## config.mk

```make
export PLATFORM = sky130hd
export DESIGN_NAME = periph_guard
export DESIGN_NICKNAME = d
export VERILOG_FILES = /design/src/rtl/guard_pkg.sv /design/src/rtl/guard_check.sv /design/src/rtl/guard_resp.sv /design/src/rtl/guard_regs.sv /design/src/rtl/periph_guard.sv
export SDC_FILE = /design/constraint.sdc
export NUM_CORES = 1
export LEC_CHECK = 0
export ABC_AREA = 1
export BUFFER_PORTS_ARGS = -buffer_cell sky130_fd_sc_hd__buf_4
export CAP_MARGIN = 20
export CORE_MARGIN = 8
export CORE_UTILIZATION = 51
export CTS_CLUSTER_DIAMETER = 100
export DETAILED_ROUTE_END_ITERATION = 8
export HOLD_SLACK_MARGIN = 0.08
export PLACE_DENSITY = 0.85
export SKIP_CTS_REPAIR_TIMING = 1
export SYNTH_ARGS = -nofsm -noshare
export SYNTH_HDL_FRONTEND = slang
export SYNTH_SLANG_ARGS = --single-unit
```

## constraint.sdc

```tcl
create_clock -name clk -period 3.8 [get_ports clk]
set_input_delay 0.38 -clock clk [delete_from_list [all_inputs] [get_ports clk]]
set_output_delay 0.38 -clock clk [all_outputs]
set_load 0.02 [all_outputs]
```

## src/rtl/guard_pkg.sv

```systemverilog
package guard_pkg;
    localparam int CFG_DW    = 32;
    localparam int FLAG_PRIV = 0;

    typedef enum logic [2:0] {
        CFG_CTRL    = 3'd0,
        CFG_ATTR_LO = 3'd1,
        CFG_ATTR_HI = 3'd2,
        CFG_FAULT   = 3'd3,
        CFG_FLAGS   = 3'd4,
        CFG_FSET    = 3'd5,
        CFG_FCLR    = 3'd6,
        CFG_IEN     = 3'd7
    } cfg_addr_e;
endpackage

```

## src/rtl/guard_check.sv

```systemverilog
module guard_check #(
    parameter int NUM_SLOTS = 64,
    parameter int IDX_W     = 6
) (
    input  logic                 clk,
    input  logic                 rst_n,
    input  logic                 req,
    input  logic                 write,
    input  logic                 priv,
    input  logic [IDX_W-1:0]     idx,
    input  logic                 enable,
    input  logic [NUM_SLOTS-1:0] attr,
    output logic                 p_rd,
    output logic                 p_wr,
    output logic                 fault
);
    localparam int SPAN = 1 << IDX_W;

    logic [SPAN-1:0] attr_pad;
    logic            locked;

    // Slots beyond NUM_SLOTS behave as open (attribute zero).
    always_comb begin
        attr_pad                = '0;
        attr_pad[NUM_SLOTS-1:0] = attr;
    end

    always_comb begin
        locked = enable && attr_pad[idx] && !priv;
        fault  = req && locked;
        p_rd   = req && !locked && !write;
        p_wr   = req && !locked && write;
    end

    // privileged traffic always reaches the slot
    assert_priv_passes_R1: assert property (@(posedge clk) disable iff (!rst_n)
        (req && priv) |-> (p_rd || p_wr));

    // a disabled firewall never rejects
    assert_open_when_off_R3: assert property (@(posedge clk) disable iff (!rst_n)
        (req && !enable) |-> !fault);

    // each request has exactly one outcome
    assert_one_outcome_R4: assert property (@(posedge clk) disable iff (!rst_n)
        req |-> $onehot({p_rd, p_wr, fault}));
endmodule

```

## src/rtl/guard_resp.sv

```systemverilog
module guard_resp #(
    parameter int DW = 32
) (
    input  logic          clk,
    input  logic          rst_n,
    input  logic          req,
    input  logic          write,
    input  logic          fault,
    input  logic [DW-1:0] p_rdata,
    output logic          ack,
    output logic [DW-1:0] rdata
);
    typedef struct packed {
        logic          ack;
        logic [DW-1:0] rdata;
    } resp_t;

    resp_t rs_d, rs_q;

    always_comb begin
        rs_d.ack   = req;
        rs_d.rdata = (req && !write && !fault) ? p_rdata : '0;
    end

    always_ff @(posedge clk) begin
        if (!rst_n) rs_q <= '0;
        else        rs_q <= rs_d;
    end

    assign ack   = rs_q.ack;
    assign rdata = rs_q.rdata;

    // a rejected read answers with zeros on the following cycle
    assert_blocked_read_zero_R5: assert property (@(posedge clk) disable iff (!rst_n)
        (req && !write && fault) |=> (ack && rdata == '0));
endmodule

```

## src/rtl/guard_regs.sv

```systemverilog
module guard_regs
    import guard_pkg::*;
#(
    parameter int NUM_SLOTS = 64,
    parameter int IDX_W     = 6
) (
    input  logic                 clk,
    input  logic                 rst_n,
    input  logic                 cfg_wr,
    input  logic [2:0]           cfg_addr,
    input  logic [CFG_DW-1:0]    cfg_wdata,
    output logic [CFG_DW-1:0]    cfg_rdata,
    input  logic                 fault_i,
    input  logic [IDX_W-1:0]     fault_idx_i,
    output logic                 enable_o,
    output logic [NUM_SLOTS-1:0] attr_o,
    output logic                 irq_o
);
    localparam int ATTR_BITS = 2 * CFG_DW;
    localparam logic [ATTR_BITS-1:0] ATTR_MASK =
        (NUM_SLOTS >= ATTR_BITS) ? '1 : ((ATTR_BITS'(1) << NUM_SLOTS) - ATTR_BITS'(1));

    typedef struct packed {
        logic                 en;
        logic [ATTR_BITS-1:0] attr;
        logic [IDX_W-1:0]     fidx;
        logic                 flag;
        logic                 ien;
    } regs_t;

    regs_t     st_d, st_q;
    cfg_addr_e sel;
    logic      set_hit, clr_hit;

    assign sel     = cfg_addr_e'(cfg_addr);
    assign set_hit = cfg_wr && (sel == CFG_FSET) && cfg_wdata[FLAG_PRIV];
    assign clr_hit = cfg_wr && (sel == CFG_FCLR) && cfg_wdata[FLAG_PRIV];

    always_comb begin
        st_d = st_q;
        if (cfg_wr) begin
            case (sel)
                CFG_CTRL:    st_d.en                        = cfg_wdata[0];
                CFG_ATTR_LO: st_d.attr[CFG_DW-1:0]          = cfg_wdata;
                CFG_ATTR_HI: st_d.attr[ATTR_BITS-1:CFG_DW]  = cfg_wdata;
                CFG_IEN:     st_d.ien                       = cfg_wdata[FLAG_PRIV];
                default:     ;
            endcase
        end
        st_d.attr = st_d.attr & ATTR_MASK;
        if (set_hit) st_d.flag = 1'b1;
        if (clr_hit) st_d.flag = 1'b0;
        // A hardware fault overrides a software clear in the same cycle.
        if (fault_i) begin
            st_d.flag = 1'b1;
            st_d.fidx = fault_idx_i;
        end
    end

    always_ff @(posedge clk) begin
        if (!rst_n) st_q <= '0;
        else        st_q <= st_d;
    end

    always_comb begin
        cfg_rdata = '0;
        case (sel)
            CFG_CTRL:    cfg_rdata[0]            = st_q.en;
            CFG_ATTR_LO: cfg_rdata               = st_q.attr[CFG_DW-1:0];
            CFG_ATTR_HI: cfg_rdata               = st_q.attr[ATTR_BITS-1:CFG_DW];
            CFG_FAULT:   cfg_rdata[IDX_W-1:0]    = st_q.fidx;
            CFG_FLAGS:   cfg_rdata[FLAG_PRIV]    = st_q.flag;
            CFG_IEN:     cfg_rdata[FLAG_PRIV]    = st_q.ien;
            default:     cfg_rdata               = '0;
        endcase
    end

    assign enable_o = st_q.en;
    assign attr_o   = st_q.attr[NUM_SLOTS-1:0];
    assign irq_o    = st_q.flag & st_q.ien;

    // a rejection records its slot index on the next cycle
    assert_fault_latch_R6: assert property (@(posedge clk) disable iff (!rst_n)
        fault_i |=> (st_q.flag && st_q.fidx == $past(fault_idx_i)));

    // the flag only drops on an explicit clear
    assert_flag_sticky_R7: assert property (@(posedge clk) disable iff (!rst_n)
        (st_q.flag && !clr_hit) |=> st_q.flag);

    // rejection wins over a coincident clear
    assert_fault_beats_clear_R11: assert property (@(posedge clk) disable iff (!rst_n)
        (fault_i && clr_hit) |=> st_q.flag);
endmodule

```

## src/rtl/periph_guard.sv

```systemverilog
module periph_guard
    import guard_pkg::*;
#(
    parameter int NUM_SLOTS = 64,
    parameter int DW        = 32,
    parameter int IDX_W     = $clog2(NUM_SLOTS)
) (
    input  logic              clk,
    input  logic              rst_n,
    input  logic              m_req,
    input  logic              m_write,
    input  logic              m_priv,
    input  logic [IDX_W-1:0]  m_idx,
    input  logic [DW-1:0]     m_wdata,
    output logic              m_ack,
    output logic [DW-1:0]     m_rdata,
    output logic              p_rd,
    output logic              p_wr,
    output logic [IDX_W-1:0]  p_idx,
    output logic [DW-1:0]     p_wdata,
    input  logic [DW-1:0]     p_rdata,
    input  logic              cfg_wr,
    input  logic [2:0]        cfg_addr,
    input  logic [CFG_DW-1:0] cfg_wdata,
    output logic [CFG_DW-1:0] cfg_rdata,
    output logic              irq
);
    logic                 enable;
    logic [NUM_SLOTS-1:0] attr;
    logic                 fault;

    assign p_idx   = m_idx;
    assign p_wdata = m_wdata;

    guard_regs #(.NUM_SLOTS(NUM_SLOTS), .IDX_W(IDX_W)) u_regs (
        .clk        (clk),
        .rst_n      (rst_n),
        .cfg_wr     (cfg_wr),
        .cfg_addr   (cfg_addr),
        .cfg_wdata  (cfg_wdata),
        .cfg_rdata  (cfg_rdata),
        .fault_i    (fault),
        .fault_idx_i(m_idx),
        .enable_o   (enable),
        .attr_o     (attr),
        .irq_o      (irq)
    );

    guard_check #(.NUM_SLOTS(NUM_SLOTS), .IDX_W(IDX_W)) u_check (
        .clk   (clk),
        .rst_n (rst_n),
        .req   (m_req),
        .write (m_write),
        .priv  (m_priv),
        .idx   (m_idx),
        .enable(enable),
        .attr  (attr),
        .p_rd  (p_rd),
        .p_wr  (p_wr),
        .fault (fault)
    );

    guard_resp #(.DW(DW)) u_resp (
        .clk    (clk),
        .rst_n  (rst_n),
        .req    (m_req),
        .write  (m_write),
        .fault  (fault),
        .p_rdata(p_rdata),
        .ack    (m_ack),
        .rdata  (m_rdata)
    );
endmodule

```

==> results.md, run 1 <==
- Post-Syn Nets: between 800 and 900
- CTS Buffer Depth: 2
- DR vias: 4947
- Gr usage total: ~22%
- Post-route DRC: 0
- Internal: 0.00155 W
- Initial antenna violation count: 0
- Worst Setup End Kind: primary output
- Lkg Pwr: just under 3 nW
- Startpoint types: primary input
- Synth warn: 0
- Std-Cell Rows: 36
- ANT cells: 0
- H-tree levels: 3
- Final-report hold violation count: 0
- Mapped Cells: between 700 and 800
- Outcome: completed
- Grt ovf: 0
- Clock power frac: a little under a third
- Seq cells post-synth: 106
- Final ANT Viol Nets: 0
- CTS tree: done
- CTS Buf Count: 9
- Final std cells w/o fill: around 940
- DR WL/cell: roughly 16 um
- Tcrit/Tclk final: a little under two thirds
- Worst EP arrival: ~2 ns
- # nets final: a little over 900
- Finish-stage setup viols: 0
- DRT met1 WL: roughly 5500 um
- # IOs: around 220
- Hold WC Path Type: primary input to flip-flop
- Area of the multi-input gates: between 2000 and 2500 um2
- Achievable Freq: ~410 MHz
- Sequential share of power: between 50% and 60%
- Worst-path fanout max: 34
- Drt initial violations: 524
- Tmin final: around 2.4 ns
- Hpwl dp: ~10000 um
- Max rail drop VDD: 0.209 mV
- Placed insts: 924
- Worst EP required: ~3.4 ns
- DRT Wirelength: roughly 15000 um
- Drt first pass iters: 8
- Crit-path cells: buf_4 -> inv_4 -> nand2_1 -> nand3_1 -> nand3_1 -> nand2_1 -> nand2_1 -> nand3_1 -> nand3_2 -> nand2_4 -> nand2_2 -> nand2_1 -> nor2_1 -> buf_4
- Switching share of power: about 29%
- Die X-Extent: ~120 um
- Logic pwr share: between 10% and 20%
- Met3 wire length: between 1000 and 1500 um
- Clk Latency, worst-skew pair: ~0.38 ns
- Cell repeated most along the worst path: nand2_1
- CTS clk-pin slew, worst paths: 0.11 ns
- Global-route wire length before repair: 23600 um
- Die height: 116 um
- Starting density of the core: ~52%
- Setup TNS: 0 ns
- Sequential element share of the synthesized area: 41.9%
- Clk sinks: ~110
- Core region area: about 9700 um2
- Yosys cell types: 26
- Crit path max-delay cell type: inv_4
- P per Cell Area: about 350 nW/um2
- Top Metal Used: met4
- Register cell area after layout: between 2000 and 2500 um2
- Crit path kind: primary input to primary output
- Final Cell Area: between 6000 and 7000 um2
- Layout Skew: between 0.015 and 0.02 ns
- Pins Over Slew Limit: 0
- Number of port buffers: roughly 150
- Max incr delay on CP: between 0.2 and 0.3 ns
- Vias/cell: roughly 5.3
- RSZ-0062 raised after global routing: no
- Worst-margin pin slew: between 0.6 and 0.7 ns
- Layout area overhead: 21.5%
- Share of cells above drive strength 1: between 20% and 30%
- Slew headroom: 55.5%
- Die area: 13400 um2
- Fillcell total: roughly 850
- Psw: 0.000617 W
- Clock Tree Root: clkbuf_8
- Vias in the first global route: roughly 4900
- Max-cap viol count: 0
- Largest net degree at the start of global routing: 73
- Gp weighted congestion: roughly 0.85
- Dpl cell area: 5900 um2
- Avg Inst Size Synth: 7.10 um2
- Met2 WL: 7630 um
- Mapped Area: between 5000 and 6000 um2
-- stage by stage --
| stage | setup slack (ns) | hold WS [ns] | util [%] | total power (W) |
|---|---|---|---|---|
| after global routing | 1.16 | 0.203 | 63.5 | 0.00225 |
| after global placement | 1.39 | 0.493 | 60.9 | 0.00148 |
| after detailed placement | 1.22 | 0.484 | 60.9 | 0.00149 |
| final | 1.38 | 0.220 | 63.5 | 0.00216 |
| after CTS | 1.38 | 0.205 | 62.9 | 0.00217 |
| after floorplan | 1.77 | 0.454 | - | 0.00142 |
-- synth_stat cells --
cell type / number / area share, %
o21ai_0: 63 / 6.2
a31oi_1: 3 / 0.37
nand4_1: 6 / 0.74
nand2_4: 1 / 0.22
o22ai_1: 2 / 0.25
a221oi_1: 1 / 0.17
buf_4: 42 / 6.2
inv_1: 63 / 4.7
nor4_1: 2 / 0.25
inv_4: 1 / 0.12
nand2_2: 1 / 0.12
a22o_1: 26 / 4.5
nand3_2: 3 / 0.59
nor3_1: 2 / 0.20
nand2_1: 116 / 8.6
clkbuf_1: 23 / 1.7
buf_6: 6 / 1.3
a21oi_1: 3 / 0.30
nand4_4: 1 / 0.42
dfxtp_1: 106 / 42
nor2_1: 144 / 11
nor2_2: 30 / 3.7
buf_2: 8 / 0.79
inv_2: 1 / 0.074
clkinv_1: 1 / 0.074
nand3_1: 58 / 5.7
-- flip-flops by register name (all words and copies together) (netlist names) --
name / count
u_regs.st_q: 8
u_regs.attr_o: 64
u_regs.enable_o: 1
u_resp.rdata: 32
u_resp.ack: 1
-- cell families after synthesis --
| logic type | synth area share (%) |
|---|---|
| AOI/OAI and AO/OA | 11.8 |
| DFF | 41.9 |
| and+or+nand+nor | 31.3 |
| buffers and inverters | 15.0 |
-- metal layers --
metal,up-vias,GRT usage (%)
met5,-,0
met3,25,6.41
met4,0,8.99
li1,2399,-
met1,2281,24.1
met2,242,39.1
-- power groups by stage --
stage	Clock [W]	Sequential, W	Combinational, W
after detailed placement	0	0.00119	0.000300
after global routing	0.000742	0.00117	0.000336
after floorplan	0	0.00120	0.000217
after CTS	0.000701	0.00117	0.000301
after global placement	0	0.00119	0.000289
final	0.000689	0.00117	0.000306
-- worst max-delay path: cells and delay by family --
| family | cells | cell delay (ns) |
|---|---|---|
| and+or+nand+nor | 11 | 0.97 |
| buffers and inverters | 3 | 0.66 |
-- placed cells by master, fill, tap and decap left out, types with 6 or more instances in the layout --
cell        n
nand2_1   116
o21ai_0    63
a22o_1     26
inv_1      63
nand4_1     6
dfxtp_1   106
clkbuf_8   10
buf_4     157
nand3_1    58
nor2_2     31
nor2_1    143
-- layout make-up --
cell class,instances,share of cell area (%)
Sequential cell,106,34.5
Timing Repair Buffer,159,20.1
Multi-Input combinational cell,462,35.5
Tap cell,133,2.71
Clock buffer,10,2.24
Clock inverter,6,0.916
Inverter,66,4.07
-- worst paths after layout --
check | startpoint | to | slack [ns] | depth (start not counted)
hold / removal | p_rdata[12] | u_resp.rdata[12]$_SDFF_PN0_ | 0.22 | 3
hold reg to reg | u_regs.attr_o[32]$_SDFFE_PN0P_ | u_regs.attr_o[32]$_SDFFE_PN0P_ | 0.50 | 2
setup / recovery | m_idx[0] | p_wr | 1.38 | 14
setup reg to reg | u_regs.attr_o[17]$_SDFFE_PN0P_ | u_resp.rdata[30]$_SDFF_PN0_ | 1.80 | 11
No activity file was read; power rests on OpenSTA's default activity.
==> inputs of run 2 (changes only) <==
ABC_AREA = 0   (was 1)
CORE_UTILIZATION = 44   (was 51)
PLACE_DENSITY = 0.77   (was 0.85)
clock period = 2.07 ns   (was 3.8 ns; I/O delays follow)
==> run 2 against run 1 <==
  * The flow now finishes with violations (setup timing)
  * First-iteration DRC count fell by 41%
  * Final area rose by 7.0%
  * Count of clock-buffer cells in the layout fell by 1
  * Global-route usage fell by 3.2 points
  * Synthesized cell count fell by 18%
  * Sequential power rose by 80%
  * Setup slack got worse by 1.6 ns
  * Critical path depth fell by 8
  * Clock skew fell by 0.011 ns
  * Cell count fell by 11%
  * Sequential share of layout area fell by 2.0 points
  * Highest routed layer unchanged
==> results.md, run 2 <==
- Asr flop ratio synth: 0% (unchanged)
- Gr usage total: 18.8% (-3.2 points)
- Worst Setup End Kind: primary output
- Core region area: 11500 um2 (+18%)
- Failing checks: setup timing
- Post-Syn Nets: 697 (-15%)
- Final Cell Area: 6580 um2 (+7.0%)
- CTS Buffer Depth: 2 (unchanged)
- DR vias: 4573 (-7.6%)
- Clk Latency, worst-skew pair: 0.35 ns (-0.03 ns)
- Top post-synthesis cells by count: 145 x nand2_1, 106 x dfxtp_1, 57 x a21boi_0, 38 x buf_4
- Number of port buffers: 152 (unchanged)
- Die height: 125 um (+7.8%)
- Post-synth EDFFs: 0 (unchanged)
- Share of cells above drive strength 1: 35.7% (+9.3 points)
- Sequential share of power: 48.0% (-6.0 points)
- Finish-stage setup viols: 2 (+2)
- Post-route DRC: 0 (unchanged)
- Worst EP arrival: 2.11 ns (+0.07 ns)
- Achievable Freq: 432 MHz
- Drt initial violations: 310 (-41%)
- Drt first pass iters: 5 (-3)
- Outcome: finished, violations left
- Global-route wire length before repair: 24100 um (+2.4%)
- Std-Cell Rows: 39 (+8.3%)
- Synth top area cells: dfxtp_1 41%, nand2_1 10%, a21boi_0 8.2%, buf_4 5.5%, a22o_1 4.4%
- Grt ovf: 0 (unchanged)
- Lkg Pwr: 2.70 nW (-8.1%)
- Tcrit/Tclk final: 112%
- Worst-path fanout max: 6 (-82%)
- Slew headroom: 71.5% (+16 points)
- Setup WS post-layout: -0.246 ns (-1.63 ns)
- ANT cells: 0 (unchanged)
- CTS Buf Count: 9 (unchanged)
- Starting density of the core: 45.3% (-6.9 points)
- Max-cap viol count: 0 (unchanged)
- Final std cells w/o fill: 837 (-11%)
- Layout area overhead: 26.6%
- Yosys cell types: 37 (+42%)
- Seq cells post-synth: 106 (unchanged)
- RSZ-0062 raised after global routing: yes
- Crit path kind: flip-flop to primary output
- Hpwl dp: 11000 um (+4.9%)
- Die area: 15500 um2 (+16%)
- Total power: 0.00440 W (+100%)
- Synth top area share: 40.8% (-1.1 points)
- Hold WC Path Type: primary input to flip-flop
- Logic pwr share: 12.0% (-2.1 points)
- # IOs: 217 (unchanged)
- CTS tree: done
- Dpl cell area: 6200 um2 (+5.1%)
- Avg Inst Size Synth: 8.87 um2 (+25%)
- Internal: 0.00329 W (+110%)
- Setup TNS: -0.451 ns (-0.451 ns)
- Mapped Area: 5200 um2 (+2.7%)
- Final ANT Viol Nets: 0 (unchanged)
- Worst EP required: 1.86 ns (-1.56 ns)
- Clk sinks: 106 (unchanged)
- Clock power frac: 40.1% (+8.3 points)
- Final-report hold violation count: 0 (unchanged)
- Largest register FFs: 64 (unchanged)
- Top_reg_cell synth: dfxtp_1
- Area leader, netlist: dfxtp_1
- Mapped Cells: 586 (-18%)
- Count leader, synth: nand2_1
- Gp weighted congestion: 0.847 (-0.60%)
- DR WL/cell: 18.4 um (+18%)
- Sequential element share of the synthesized area: 40.8% (-1.1 points)
- Vias in the first global route: 4580 (-7.4%)
- Vias/cell: 5.46 (+4.0%)
- H-tree levels: 3 (unchanged)
- Most common cell after layout, fill and taps aside: buf_4
- Layout Skew: 0.00722 ns (-0.0108 ns)
- Most frequent cells in the layout: 172 x buf_4, 145 x nand2_1, 93 x dfxtp_1
- Largest net degree at the start of global routing: 112 (+53%)
- CTS clk-pin slew, worst paths: 0.08 ns (-0.03 ns)
- Max rail drop VDD: 0.441 mV (+110%)
- Initial antenna violation count: 0 (unchanged)
- P per Cell Area: 669 nW/um2 (+90%)
- Tmin final: roughly 2.3 ns
- Psw: 0.00111 W (+80%)
- Hold_ws: 0.0998 ns (-0.121 ns)
- Switching share of power: 25.2% (-3.3 points)
- Die X-Extent: 125 um (+7.8%)
- Startpoint types: flip-flop
- Worst-margin pin slew: 0.428 ns (-0.239 ns)
- Synth warn: 0 (unchanged)
- Clock Tree Root: clkbuf_16
- Placed insts: 818 (-11%)
- # nets final: 800 (-13%)
- Pins Over Slew Limit: 0 (unchanged)
- DRT Wirelength: 15400 um (+4.5%)
[run 2: changes by cell type in the layout (fill, tap and decap cells not counted), moves of 9 or more]
cell / before / now
mux4_2: 0 / 12
nor2_2: 31 / 11
clkbuf_16: 0 / 9
a21boi_0: 0 / 57
nand3_1: 58 / 35
inv_1: 63 / 0
nor2_1: 143 / 34
nand2_1: 116 / 145
clkbuf_8: 10 / 0
dfxtp_1: 106 / 93
o21ai_0: 63 / 1
mux2i_1: 0 / 17
buf_4: 157 / 172
dfxtp_2: 0 / 13
[run 2: kinds of logic after synthesis]
group / after synthesis / synth area share [%]
AND/OR/NAND/NOR: 247 / 20.5
multiplexers: 40 / 11.7
flip-flops: 106 / 40.8
buffers and inverters: 85 / 10.2
AO/OA/AOI/OAI: 108 / 16.8
[run 2: per-stage QoR]
step / worst slack [ns] / utilization [%]
after CTS: -0.365 / 56.7
after detailed placement: -0.0975 / 54.1
after floorplan: 0.000662 / -
final: -0.246 / 57.4
after global routing: -0.276 / 57.4
after global placement: -0.0573 / 54.1
[run 2: worst paths after layout]
kind	from	endpoint	slack (ns)	depth (start not counted)
setup / recovery	u_regs.attr_o[30]$_SDFFE_PN0P_	p_rd	-0.25	6
hold / removal	p_rdata[18]	u_resp.rdata[18]$_SDFF_PN0_	0.1	3
setup reg to reg	u_regs.attr_o[15]$_SDFFE_PN0P_	u_resp.rdata[16]$_SDFF_PN0_	0.10	7
hold reg to reg	u_regs.st_q[5]$_SDFFE_PN0P_	u_regs.st_q[5]$_SDFFE_PN0P_	0.46	2
[run 2: critical path, stage by stage, from the launching register on]
cell	delay (ns)
dfxtp_2	0.34
mux4_2	0.47
mux2_4	0.31
o211ai_4	0.22
a21oi_4	0.12
nor2b_2	0.17
buf_6	0.14
[run 2: final cells by class]
class	instances	area, um2
Timing Repair Buffer	177	1370
Clock buffer	9	225
Fill cell	985	4890
Multi-Input combinational cell	395	2590
Sequential cell	106	2140
Clock inverter	7	76.3
Tap cell	143	179
[run 2: per-layer routing]
| metal | vias to the layer above | share of wire [%] | GRT usage [%] |
|---|---|---|---|
| met5 | - | 0 | 0 |
| met4 | 0 | 2.2 | 8.50 |
| met3 | 40 | 6.1 | 4.68 |
| met2 | 155 | 51 | 31.7 |
| met1 | 2219 | 41 | 22.0 |
| li1 | 2159 | - | - |
[run 2: power by group through the flow]
stage / sequential [W] / clock [W] / combinational (W)
final: 0.00211 / 0.00176 / 0.000527
after detailed placement: 0.00216 / 0 / 0.000510
after global placement: 0.00216 / 0 / 0.000499
after CTS: 0.00211 / 0.00178 / 0.000513
after floorplan: 0.00217 / 0 / 0.000339
after global routing: 0.00212 / 0.00187 / 0.000564
==> inputs of run 3 (changes only) <==
CORE_UTILIZATION = 49   (was 44)
PLACE_DENSITY = 0.8   (was 0.77)
SYNTH_HIERARCHICAL = 1   (was default)
clock period = 2.4 ns   (was 2.07 ns; I/O delays follow)
==> run 3 against run 2 <==
  * Synthesized area increased by 7.4%
  * Critical path depth unchanged
  * Clock skew decreased by 0.0014 ns
  * Combinational power decreased by 24%
  * Power decreased by 17%
  * The flow now finishes without violations
  * Largest power group unchanged
  * Worst hold slack about the same
  * Final area decreased by 4.4%
  * Utilization decreased by 1.6 points
  * Flip-flop and latch count unchanged
  * Routed wire length decreased by 4.1%
  * Sequential share of layout area increased by 1.3 points
==> results.md, run 3 <==
- Worst-margin pin slew: 0.475 ns (+0.0470 ns)
- Met3 wire length: 1550 um (+65%)
- Final core occ: 55.8% (-1.6 points)
- Most frequent cells in the layout: 162 x buf_4, 128 x nand2_1, 102 x dfxtp_1
- CTS clk-pin slew, worst paths: 0.07 ns (about the same)
- Post-Syn Nets: 701 (+0.57%)
- Hold_ws: 0.100 ns (+0.000253 ns)
- Dpl cell area: 6000 um2 (-3.3%)
- Core region area: 11300 um2 (-1.7%)
- Largest register FFs: 64 (unchanged)
- Tcrit/Tclk final: 95.5%
- Grt ovf: 0 (unchanged)
- Worst EP arrival: 2.05 ns (-0.06 ns)
- Count leader, synth: nand2_1
- CTS Buf Count: 9 (unchanged)
- Global-route wire length before repair: 23000 um (-4.9%)
- Sequential element share of the synthesized area: 38.0% (-2.8 points)
- Clk sinks: 106 (unchanged)
- Std-Cell Rows: 39 (unchanged)
- Synth warn: 6 (+6)
- Mapped Cells: 590 (+0.68%)
- Slew headroom: 68.3% (-3.1 points)
- DR WL/cell: 19.2 um (+4.3%)
- DRT Wirelength: 14700 um (-4.1%)
- Initial antenna violation count: 0 (unchanged)
- Placed insts: 755 (-7.7%)
- Vias in the first global route: 4277 (-6.6%)
- Most common cell after layout, fill and taps aside: buf_4
- # nets final: 733 (-8.4%)
- Die height: 123 um (-1.6%)
- Gr usage total: 19.4% (+0.59 points)
- ANT cells: 0 (unchanged)
- Layout area overhead: 12.7%
- Layout Skew: 0.00579 ns (-0.00142 ns)
- Avg Inst Size Synth: 9.46 um2 (+6.7%)
- Max-cap viol count: 0 (unchanged)
- Critical Path Start: u_regs/attr_o[18]$_SDFFE_PN0P_
- Synth top area share: 38.0% (-2.8 points)
- Final ANT Viol Nets: 0 (unchanged)
- DR vias: 4207 (-8.0%)
- Clk Latency, worst-skew pair: 0.34 ns (about the same)
- Synth top area cells: dfxtp_1 38%, buf_4 14%, nand2_1 8.6%, a21boi_1 6.1%, mux4_2 4.8%
- Gp weighted congestion: 0.869 (+2.5%)
- CTS Buffer Depth: 2 (unchanged)
- # IOs: 217 (unchanged)
- Drt initial violations: 357 (+15%)
- Lkg Pwr: 2.59 nW (-4.0%)
- Startpoint types: flip-flop
- R2r endpoint: u_resp/rdata[9]$_SDFF_PN0_
- Final std cells w/o fill: 770 (-8.0%)
- CP Buf/Inv Count: 1 (unchanged)
- CTS tree: done
- Crit path kind: flip-flop to primary output
- Top_reg_cell synth: dfxtp_1
- Die area: 15100 um2 (-3.1%)
- H-tree levels: 3 (unchanged)
- Worst-path fanout max: 3 (-3)
- R2R depth: 7 (unchanged)
- Largest net degree at the start of global routing: 44 (-61%)
- Crit path max-delay cell type: mux4_1
- Hpwl dp: 10800 um (-2.3%)
- Yosys cell types: 39 (+5.4%)
- Asr flop ratio synth: 0% (unchanged)
- Final-report hold violation count: 0 (unchanged)
- Mapped Area: 5580 um2 (+7.4%)
- Cells on Worst Hold Path: 2 (-1)
- CP delay by family, top: multiplexers
- Pins Over Slew Limit: 0 (unchanged)
- Tmin final: approximately 2.3 ns
- Final Cell Area: 6290 um2 (-4.4%)
- Share of cells above drive strength 1: 35.6% (-0.17 points)
- Seq cells post-synth: 106 (unchanged)
- P per Cell Area: 580 nW/um2 (-13%)
- Post-synth EDFFs: 0 (unchanged)
- R2r startpoint: u_regs/attr_o[18]$_SDFFE_PN0P_
- Post-route DRC: 0 (unchanged)
- Die X-Extent: 123 um (-1.6%)
- Worst Setup End Kind: primary output
- Achievable Freq: approximately 440 MHz
- Fillcell total: 994 (+0.91%)
- Drt first pass iters: 5 (unchanged)
- Vias/cell: 5.46 (about the same)
- Hold WC Path Type: primary input to flip-flop
- Startpoint of the lowest-slack hold path: p_rdata[30]
- Setup TNS: 0 ns (+0.451 ns)
- Top Metal Used: met4
- Outcome: completed
- DRT met1 WL: 5590 um (-11%)
- Starting density of the core: 49.5% (+4.2 points)
- Hold path endpoint: u_resp/rdata[30]$_SDFF_PN0_
- Max incr delay on CP: 0.50 ns (+0.03 ns)
- Worst path depth: 6 (unchanged)
- Clock Tree Root: clkbuf_16
- Area leader, netlist: dfxtp_1
- Number of port buffers: 152 (unchanged)
- Setup slack, reg-to-reg: 0.13 ns (+0.03 ns)
- Max rail drop VDD: 0.361 mV (-18%)
- Top post-synthesis cells by count: 128 x nand2_1, 107 x buf_4, 106 x dfxtp_1, 45 x a21boi_1, 28 x and2_1
- Crit-path cells: mux4_1 -> mux2i_1 -> a221oi_2 -> a22oi_2 -> and3b_1 -> buf_6
- Met2 WL: 7350 um (-5.7%)
- Finish-stage setup viols: 0 (-2)
- Worst EP required: 2.16 ns (+0.30 ns)
==> run 3: how the worst max path moves through the flow <==
stage	slack (ns)	end
2_1_floorplan	0.30	u_regs/st_q[1]$_SDFFE_PN0P_
3_3_place_gp	0.002	u_resp/rdata[9]$_SDFF_PN0_
3_5_place_dp	-0.05	u_resp/rdata[7]$_SDFF_PN0_
4_1_cts	0.02	p_wr
5_1_grt	-0.03	p_rd
6_report	0.11	p_rd
==> run 3: final cells by class <==
cell class,instances,area (um2),share of cell area [%]
Multi-Input combinational cell,340,2450,38.9
Sequential cell,106,2130,33.8
Timing Repair Buffer,164,1250,19.8
Clock buffer,10,229,3.64
Tap cell,143,179,2.84
Clock inverter,6,57.6,0.915
Inverter,1,3.75,0.0597
==> run 3: metal layers <==
layer | vias up | global-route usage, %
met3 | 29 | 6.76
met4 | 0 | 6.32
met2 | 222 | 32.4
li1 | 1948 | -
met5 | - | 0
met1 | 2008 | 22.8
==> run 3: stage by stage <==
| stage | setup slack [ns] | total power (W) |
|---|---|---|
| 5_1_grt | -0.0275 | 0.00379 |
| 4_1_cts | 0.0236 | 0.00367 |
| 2_1_floorplan | 0.301 | 0.00218 |
| 3_3_place_gp | 0.00195 | 0.00225 |
| 6_report | 0.107 | 0.00365 |
| 3_5_place_dp | -0.0474 | 0.00226 |
==> run 3: power by group <==
| group | total, W | switching (W) | internal, W |
|---|---|---|---|
| logic | 0.000402 | 0.000197 | 0.000206 |
| registers | 0.00182 | 0.0000266 | 0.00180 |
| clock network | 0.00143 | 0.000624 | 0.000802 |
| total | 0.00365 | 0.000847 | 0.00280 |
==> run 3: cell families (layout without fill, tap and decap cells) <==
logic type / Yosys count / in the layout / share of synthesized area, %
AO/OA/AOI/OAI: 104 / 104 / 14.8
multiplexers: 39 / 39 / 11.3
buffers and inverters: 144 / 181 / 18.6
AND/OR/NAND/NOR: 197 / 197 / 17.3
flip-flops: 106 / 106 / 38.0
